## src/rtl/eth_fcs_pkg.sv

```systemverilog
package eth_fcs_pkg;

   typedef enum logic [1:0] {
      ST_IDLE = 2'd0,
      ST_DATA = 2'd1,
      ST_FCS  = 2'd2,
      ST_GAP  = 2'd3
   } tx_state_t;

   localparam int unsigned FCS_BYTES = 4;

   // one reflected LFSR step for a single input bit
   function automatic logic [31:0] crc_bit_step(input logic [31:0] c,
                                                input logic        b,
                                                input logic [31:0] poly);
      crc_bit_step = (c[0] ^ b) ? ((c >> 1) ^ poly) : (c >> 1);
   endfunction

endpackage

```

## src/rtl/fcs_crc_byte.sv

```systemverilog
module fcs_crc_byte
   import eth_fcs_pkg::*;
#(
   parameter logic [31:0] POLY = 32'hEDB88320,
   parameter int unsigned IMPL = 1        // 0: bit-serial chain, 1: nibble lookup
)(
   input  logic [31:0] crc_i,
   input  logic [7:0]  byte_i,
   output logic [31:0] crc_o
);

   if (IMPL > 1) begin : g_bad_impl
      $error("fcs_crc_byte: IMPL must be 0 or 1");
   end

   if (IMPL == 0) begin : g_bitwise
      always_comb begin
         logic [31:0] c;
         c = crc_i;
         for (int i = 0; i < 8; i++) begin
            c = crc_bit_step(c, byte_i[i], POLY);
         end
         crc_o = c;
      end
   end else begin : g_nibble
      // value reached by shifting a lone nibble through four steps
      function automatic logic [31:0] nib_entry(input logic [3:0] n);
         logic [31:0] c;
         c = {28'd0, n};
         for (int k = 0; k < 4; k++) begin
            c = crc_bit_step(c, 1'b0, POLY);
         end
         return c;
      endfunction

      always_comb begin
         logic [31:0] c;
         c = crc_i;
         c = (c >> 4) ^ nib_entry(c[3:0] ^ byte_i[3:0]);
         c = (c >> 4) ^ nib_entry(c[3:0] ^ byte_i[7:4]);
         crc_o = c;
      end
   end

endmodule

```

## src/rtl/fcs_poison_flag.sv

```systemverilog
module fcs_poison_flag (
   input  logic clk,
   input  logic rst_n,
   input  logic start,      // a new frame is accepted this cycle
   input  logic start_err,  // underflow seen on the start cycle
   input  logic hit,        // missing byte inside a frame
   output logic poison
);

   logic poison_q;

   always_ff @(posedge clk) begin
      if (!rst_n)
         poison_q <= 1'b0;
      else if (start)
         poison_q <= start_err;
      else if (hit)
         poison_q <= 1'b1;
   end

   assign poison = poison_q;

   // once set, the flag holds until a new start
   p_sticky_r7: assert property (@(posedge clk) disable iff (!rst_n)
      (poison_q && !start) |=> poison_q);

   // a missing byte always marks the frame
   p_hit_marks_r4: assert property (@(posedge clk) disable iff (!rst_n)
      (hit && !start) |=> poison_q);

endmodule

```

## src/rtl/eth_tx_fcs_inserter.sv

```systemverilog
module eth_tx_fcs_inserter
   import eth_fcs_pkg::*;
#(
   parameter int unsigned DATA_W     = 8,
   parameter logic [31:0] POLY       = 32'hEDB88320,
   parameter logic [31:0] CRC_INIT   = 32'hFFFFFFFF,
   parameter int unsigned GAP_CYCLES = 1,
   parameter int unsigned CRC_IMPL   = 1,
   parameter bit          FILL_ZERO  = 1'b0
)(
   input  logic              clk,
   input  logic              rst_n,
   input  logic              in_valid,
   input  logic              in_sop,
   input  logic              in_eop,
   input  logic [DATA_W-1:0] in_data,
   input  logic              in_underflow,
   output logic [DATA_W-1:0] tx_data,
   output logic              tx_en
);

   localparam int unsigned GAP_W = (GAP_CYCLES < 2) ? 1 : $clog2(GAP_CYCLES);
   localparam int unsigned IDX_W = $clog2(FCS_BYTES);
   localparam logic [IDX_W-1:0] LAST_IDX = IDX_W'(FCS_BYTES - 1);
   localparam logic [GAP_W-1:0] GAP_END  = GAP_W'(GAP_CYCLES - 1);

   if (DATA_W != 8) begin : g_bad_width
      $error("eth_tx_fcs_inserter: DATA_W must be 8");
   end
   if (GAP_CYCLES < 1) begin : g_bad_gap
      $error("eth_tx_fcs_inserter: GAP_CYCLES must be at least 1");
   end

   tx_state_t         state_q;
   logic [IDX_W-1:0]  fcs_idx_q;
   logic [GAP_W-1:0]  gap_cnt_q;
   logic [31:0]       crc_q;
   logic [7:0]        last_q;
   logic [7:0]        data_q;
   logic              en_q;

   logic              take_sop;
   logic              in_frame;
   logic              good_byte;
   logic              closing;
   logic              miss;
   logic [7:0]        filler;
   logic [7:0]        send_byte;
   logic [31:0]       crc_base;
   logic [31:0]       crc_nxt;
   logic [31:0]       fcs_word;
   logic              poison;

   assign take_sop  = (state_q == ST_IDLE) && in_valid && in_sop;
   assign in_frame  = (state_q == ST_DATA);
   assign good_byte = in_valid && !in_underflow;
   assign miss      = in_frame && !good_byte;
   assign closing   = (take_sop || in_frame) && in_valid && in_eop;

   if (FILL_ZERO) begin : g_fill_zero
      assign filler = 8'h00;
   end else begin : g_fill_repeat
      assign filler = last_q;
   end

   assign send_byte = (take_sop || good_byte) ? in_data : filler;
   assign crc_base  = take_sop ? CRC_INIT : crc_q;

   fcs_crc_byte #(
      .POLY (POLY),
      .IMPL (CRC_IMPL)
   ) u_crc (
      .crc_i  (crc_base),
      .byte_i (send_byte),
      .crc_o  (crc_nxt)
   );

   fcs_poison_flag u_poison (
      .clk       (clk),
      .rst_n     (rst_n),
      .start     (take_sop),
      .start_err (take_sop && in_underflow),
      .hit       (miss),
      .poison    (poison)
   );

   // clean: complement of register; poisoned: inverse of that
   assign fcs_word = poison ? crc_q : ~crc_q;

   always_ff @(posedge clk) begin
      if (!rst_n) begin
         state_q   <= ST_IDLE;
         fcs_idx_q <= '0;
         gap_cnt_q <= '0;
         crc_q     <= CRC_INIT;
         last_q    <= 8'h00;
         data_q    <= 8'h00;
         en_q      <= 1'b0;
      end else begin
         unique case (state_q)
            ST_IDLE: begin
               en_q   <= take_sop;
               data_q <= take_sop ? send_byte : 8'h00;
               if (take_sop) begin
                  crc_q     <= crc_nxt;
                  last_q    <= send_byte;
                  fcs_idx_q <= '0;
                  state_q   <= closing ? ST_FCS : ST_DATA;
               end
            end
            ST_DATA: begin
               en_q   <= 1'b1;
               data_q <= send_byte;
               crc_q  <= crc_nxt;
               last_q <= send_byte;
               if (closing) begin
                  fcs_idx_q <= '0;
                  state_q   <= ST_FCS;
               end
            end
            ST_FCS: begin
               en_q      <= 1'b1;
               data_q    <= fcs_word[8*fcs_idx_q +: 8];
               fcs_idx_q <= fcs_idx_q + 1'b1;
               if (fcs_idx_q == LAST_IDX) begin
                  gap_cnt_q <= '0;
                  state_q   <= ST_GAP;
               end
            end
            ST_GAP: begin
               en_q      <= 1'b0;
               data_q    <= 8'h00;
               gap_cnt_q <= gap_cnt_q + 1'b1;
               if (gap_cnt_q == GAP_END)
                  state_q <= ST_IDLE;
            end
            default: state_q <= ST_IDLE;
         endcase
      end
   end

   assign tx_data = data_q;
   assign tx_en   = en_q;

   // inside a frame the enable never breaks
   p_stream_on_r2: assert property (@(posedge clk) disable iff (!rst_n)
      (state_q == ST_DATA) |=> tx_en);

   // the closing byte is followed by the first check byte
   p_fcs_follows_r1: assert property (@(posedge clk) disable iff (!rst_n)
      closing |=> (state_q == ST_FCS) && (fcs_idx_q == '0));

   // enable drops after the fourth check byte
   p_gap_after_fcs_r3: assert property (@(posedge clk) disable iff (!rst_n)
      (state_q == ST_FCS && fcs_idx_q == LAST_IDX) |-> ##2 !tx_en);

   // no start is taken while check bytes or gap are in progress
   p_no_start_busy_r3: assert property (@(posedge clk) disable iff (!rst_n)
      (state_q == ST_FCS || state_q == ST_GAP) |=> (state_q != ST_DATA));

   // idle bus is quiet
   p_quiet_idle_r11: assert property (@(posedge clk) disable iff (!rst_n)
      (state_q == ST_IDLE && !take_sop) |=> (!tx_en && tx_data == 8'h00));

endmodule

```

## config.mk

```make
export PLATFORM = sky130hd
export DESIGN_NAME = eth_tx_fcs_inserter
export DESIGN_NICKNAME = d
export VERILOG_FILES = /design/src/rtl/eth_fcs_pkg.sv /design/src/rtl/fcs_crc_byte.sv /design/src/rtl/fcs_poison_flag.sv /design/src/rtl/eth_tx_fcs_inserter.sv
export SDC_FILE = /design/constraint.sdc
export NUM_CORES = 1
export LEC_CHECK = 0
export ABC_AREA = 1
export BUFFER_PORTS_ARGS = -buffer_cell sky130_fd_sc_hd__buf_2
export CAP_MARGIN = 0
export CORE_ASPECT_RATIO = 1.75
export CORE_MARGIN = 2
export CORE_UTILIZATION = 64
export DETAILED_ROUTE_END_ITERATION = 8
export GPL_TIMING_DRIVEN = 0
export HOLD_SLACK_MARGIN = 0.06
export PLACE_DENSITY = 0.83
export SYNTH_ARGS = -nofsm -noshare
export SYNTH_HDL_FRONTEND = slang
export SYNTH_SLANG_ARGS = --single-unit
```

## constraint.sdc

```tcl
create_clock -name clk -period 4.34 [get_ports clk]
set_input_delay 0.868 -clock clk [delete_from_list [all_inputs] [get_ports clk]]
set_output_delay 0.868 -clock clk [all_outputs]
set_load 0.02 [all_outputs]
```

==> results.yml <==
layout:
  antenna_cells: 0
  drive_above_1_share_pct: 9.05
  fin_nets: 726
  syn_to_final_growth_pct: 8.06
  utilization_pct: 71.1
critical_path:
  cp_data_arrival_time_ps: 3040
  start_kind: "flop"
  r2r_setup_slack_ps: 1570
  criticalPathCategory: "flop to flop"
  cp-end-kind: "flop"
  r2r_cells: 10
  crit_start: "state_q[1]"
  required_ps: 4610
  endpoint: "crc_q[23]"
  worstPathMaxFanout: 10
  r2r_end: "crc_q[23]"
  worstReg2RegStart: "state_q[1]"
sta:
  setup_violations: 0
  fmax_ghz: 0.361
  final_hold_viol_count: 0
  final.setup.tns_ps: 0
  slew_violations: 0
  relSlewSlack_pct: 50.5
  skew_ps: 6.01
  rsz0062_at_grt: "no"
  post-route-period-util_pct: 63.8
  worst_slew_pin_slew_ps: 743
  period_needed_ps: 2770
drt:
  drtIter0Drc: 469
  drt-vias-per-instance: 5.79
  vias: 4553
  routed_wl_um: 12900
  drt_first_pass_iters: 7
  ant_nets: 0
  drcViolationCount: 0
  wl_per_cell_um: 16.4
yosys:
  synth.area.top_cells: "dfxtp_1, nand2_1, nand3_1"
  ys.flop_type: "dfxtp_1"
  synth_top_area_share_pct: 27.1
  synth-edff-count: 0
  netlist_area_um2: 4070
  synth_cells: 677
  seq_area_frac_synth_pct: 27.1
  synth_cell_types: 29
  synth.largest_area_cell: "dfxtp_1"
  synth-seq-cells: 55
  yosys_warnings: 0
  synth_fp_nets: 697
  syn-mean-instance-area_um2: 6.01
  async_reset_ff_share_pct: 0
  synth.most_common_cell: "nand2_1"
  synth_commonest_cells: "nand2_1, inv_1, nand3_1"
clocking:
  cts.sinks: 55
  cts_tree: "done"
  cts.clk_slew.worst_paths_ps: 100
  clk-insertion-delay-late_ps: 330
  cts_root_buf: "clkbuf_8"
  cts_buffers: 5
  htree_levels: 2
  cts_max_path_buffers: 2
  post_cts_resized: 0
  postCtsSetupRepairBufs: 0
  cts_hold_buf: 0
hold_path:
  hp-class: "flop to flop"
power_and_ir_drop:
  p_leak_uw: 0.00246
  peakVddDrop_v: 0.000504
  power.density_nw_per_um2: 766
floorplan:
  fp.dieW_um: 64.3
  start_util_pct: 65.8
  ioPinCount: 23
  fp.dieH_um: 109
  core_um2: 6180
  dieArea_um2: 7030
  rows: 38
place:
  port_buffers: 22
  gp_congestion: 1.01
  dpl.hpwl_um: 9760
global_route:
  gr-total-overflow: 0
  grt_pass1_vias: 4409
  grt_pass1_wl_um: 20700
  grt_max_degree: 17
  antenna_found_initial: 0
  grt_usage_pct: 38.2
flow_run:
  cap_violations: 0
status:
  status: "finished, final reports clean"
worst max-delay path, cell delays in order (launching register included):
cell	delay (ps)
dfxtp_1	350
inv_1	130
ha_1	260
nand3_2	160
buf_4	210
buf_6	150
nand2_1	160
clkbuf_1	440
buf_1	500
nand3_1	240
nand2_1	100
cell usage in the layout (no fill, tap or decap), drive strengths merged, types with 13 or more instances in the layout:
cell / count
a21oi: 46
buf: 39
clkbuf: 19
dfxtp: 55
inv: 99
nand2: 245
nand3: 80
o211ai: 13
o21ai: 49
xor2: 17
per-stage QoR:
step	std cells	setup slack, ps	total power [uW]	hold WS, ps	area (um^2)
2_1_floorplan	677	2040	2400	442	4070
3_3_place_gp	779	1410	2860	454	4280
3_5_place_dp	779	1400	2920	459	4280
4_1_cts	787	1620	3300	487	4390
5_1_grt	787	1410	3650	510	4390
6_report	787	1570	3360	489	4390
state kept, by name, summed over array words and instances (netlist names):
signal	flops
state_q	2
fcs_idx_q	2
tx_data	8
gap_cnt_q	1
crc_q	32
filler	8
u_poison.poison	1
tx_en	1
metal layers:
layer	track usage [%]	wire length, um
met1	38.9	4720
met5	0	0
met4	25.8	773
met3	6.65	808
met2	70.2	6580
power by group:
part	total, uW	internal (uW)	switching, uW
Sequential	734	657	77.4
Combinational	2260	710	1550
Clock	374	187	187
area by class of cell:
type	count	area [um^2]
plain buffers	30	151
clock buffers	6	82.6
clock inverters	2	35.0
fillers	574	1790
inverters	102	383
multi-input cells	490	2430
flip-flops and latches	55	1100
well taps	80	100
repair buffers	22	110
worst min-delay path by stage:
stage / start / to / slack [ps] / depth (start not counted)
floorplan: crc_q[16] / crc_q[16] / 440 / 2
global placement: gap_cnt_q / gap_cnt_q / 450 / 2
detailed placement: crc_q[8] / crc_q[8] / 460 / 2
CTS: crc_q[8] / crc_q[8] / 490 / 2
global route: crc_q[8] / crc_q[8] / 510 / 2
finish: crc_q[8] / crc_q[8] / 490 / 2
logic make-up (layout without fill, tap and decap cells):
logic type	Yosys count	in the layout	synth area share, %
xor+xnor	25	25	6.12
compound gates	120	120	16.5
buf+inv	132	162	13.1
flops	55	55	27.1
fa+ha+maj	6	6	1.85
simple gates	339	339	35.3
No activity file was read; power rests on OpenSTA's default activity.
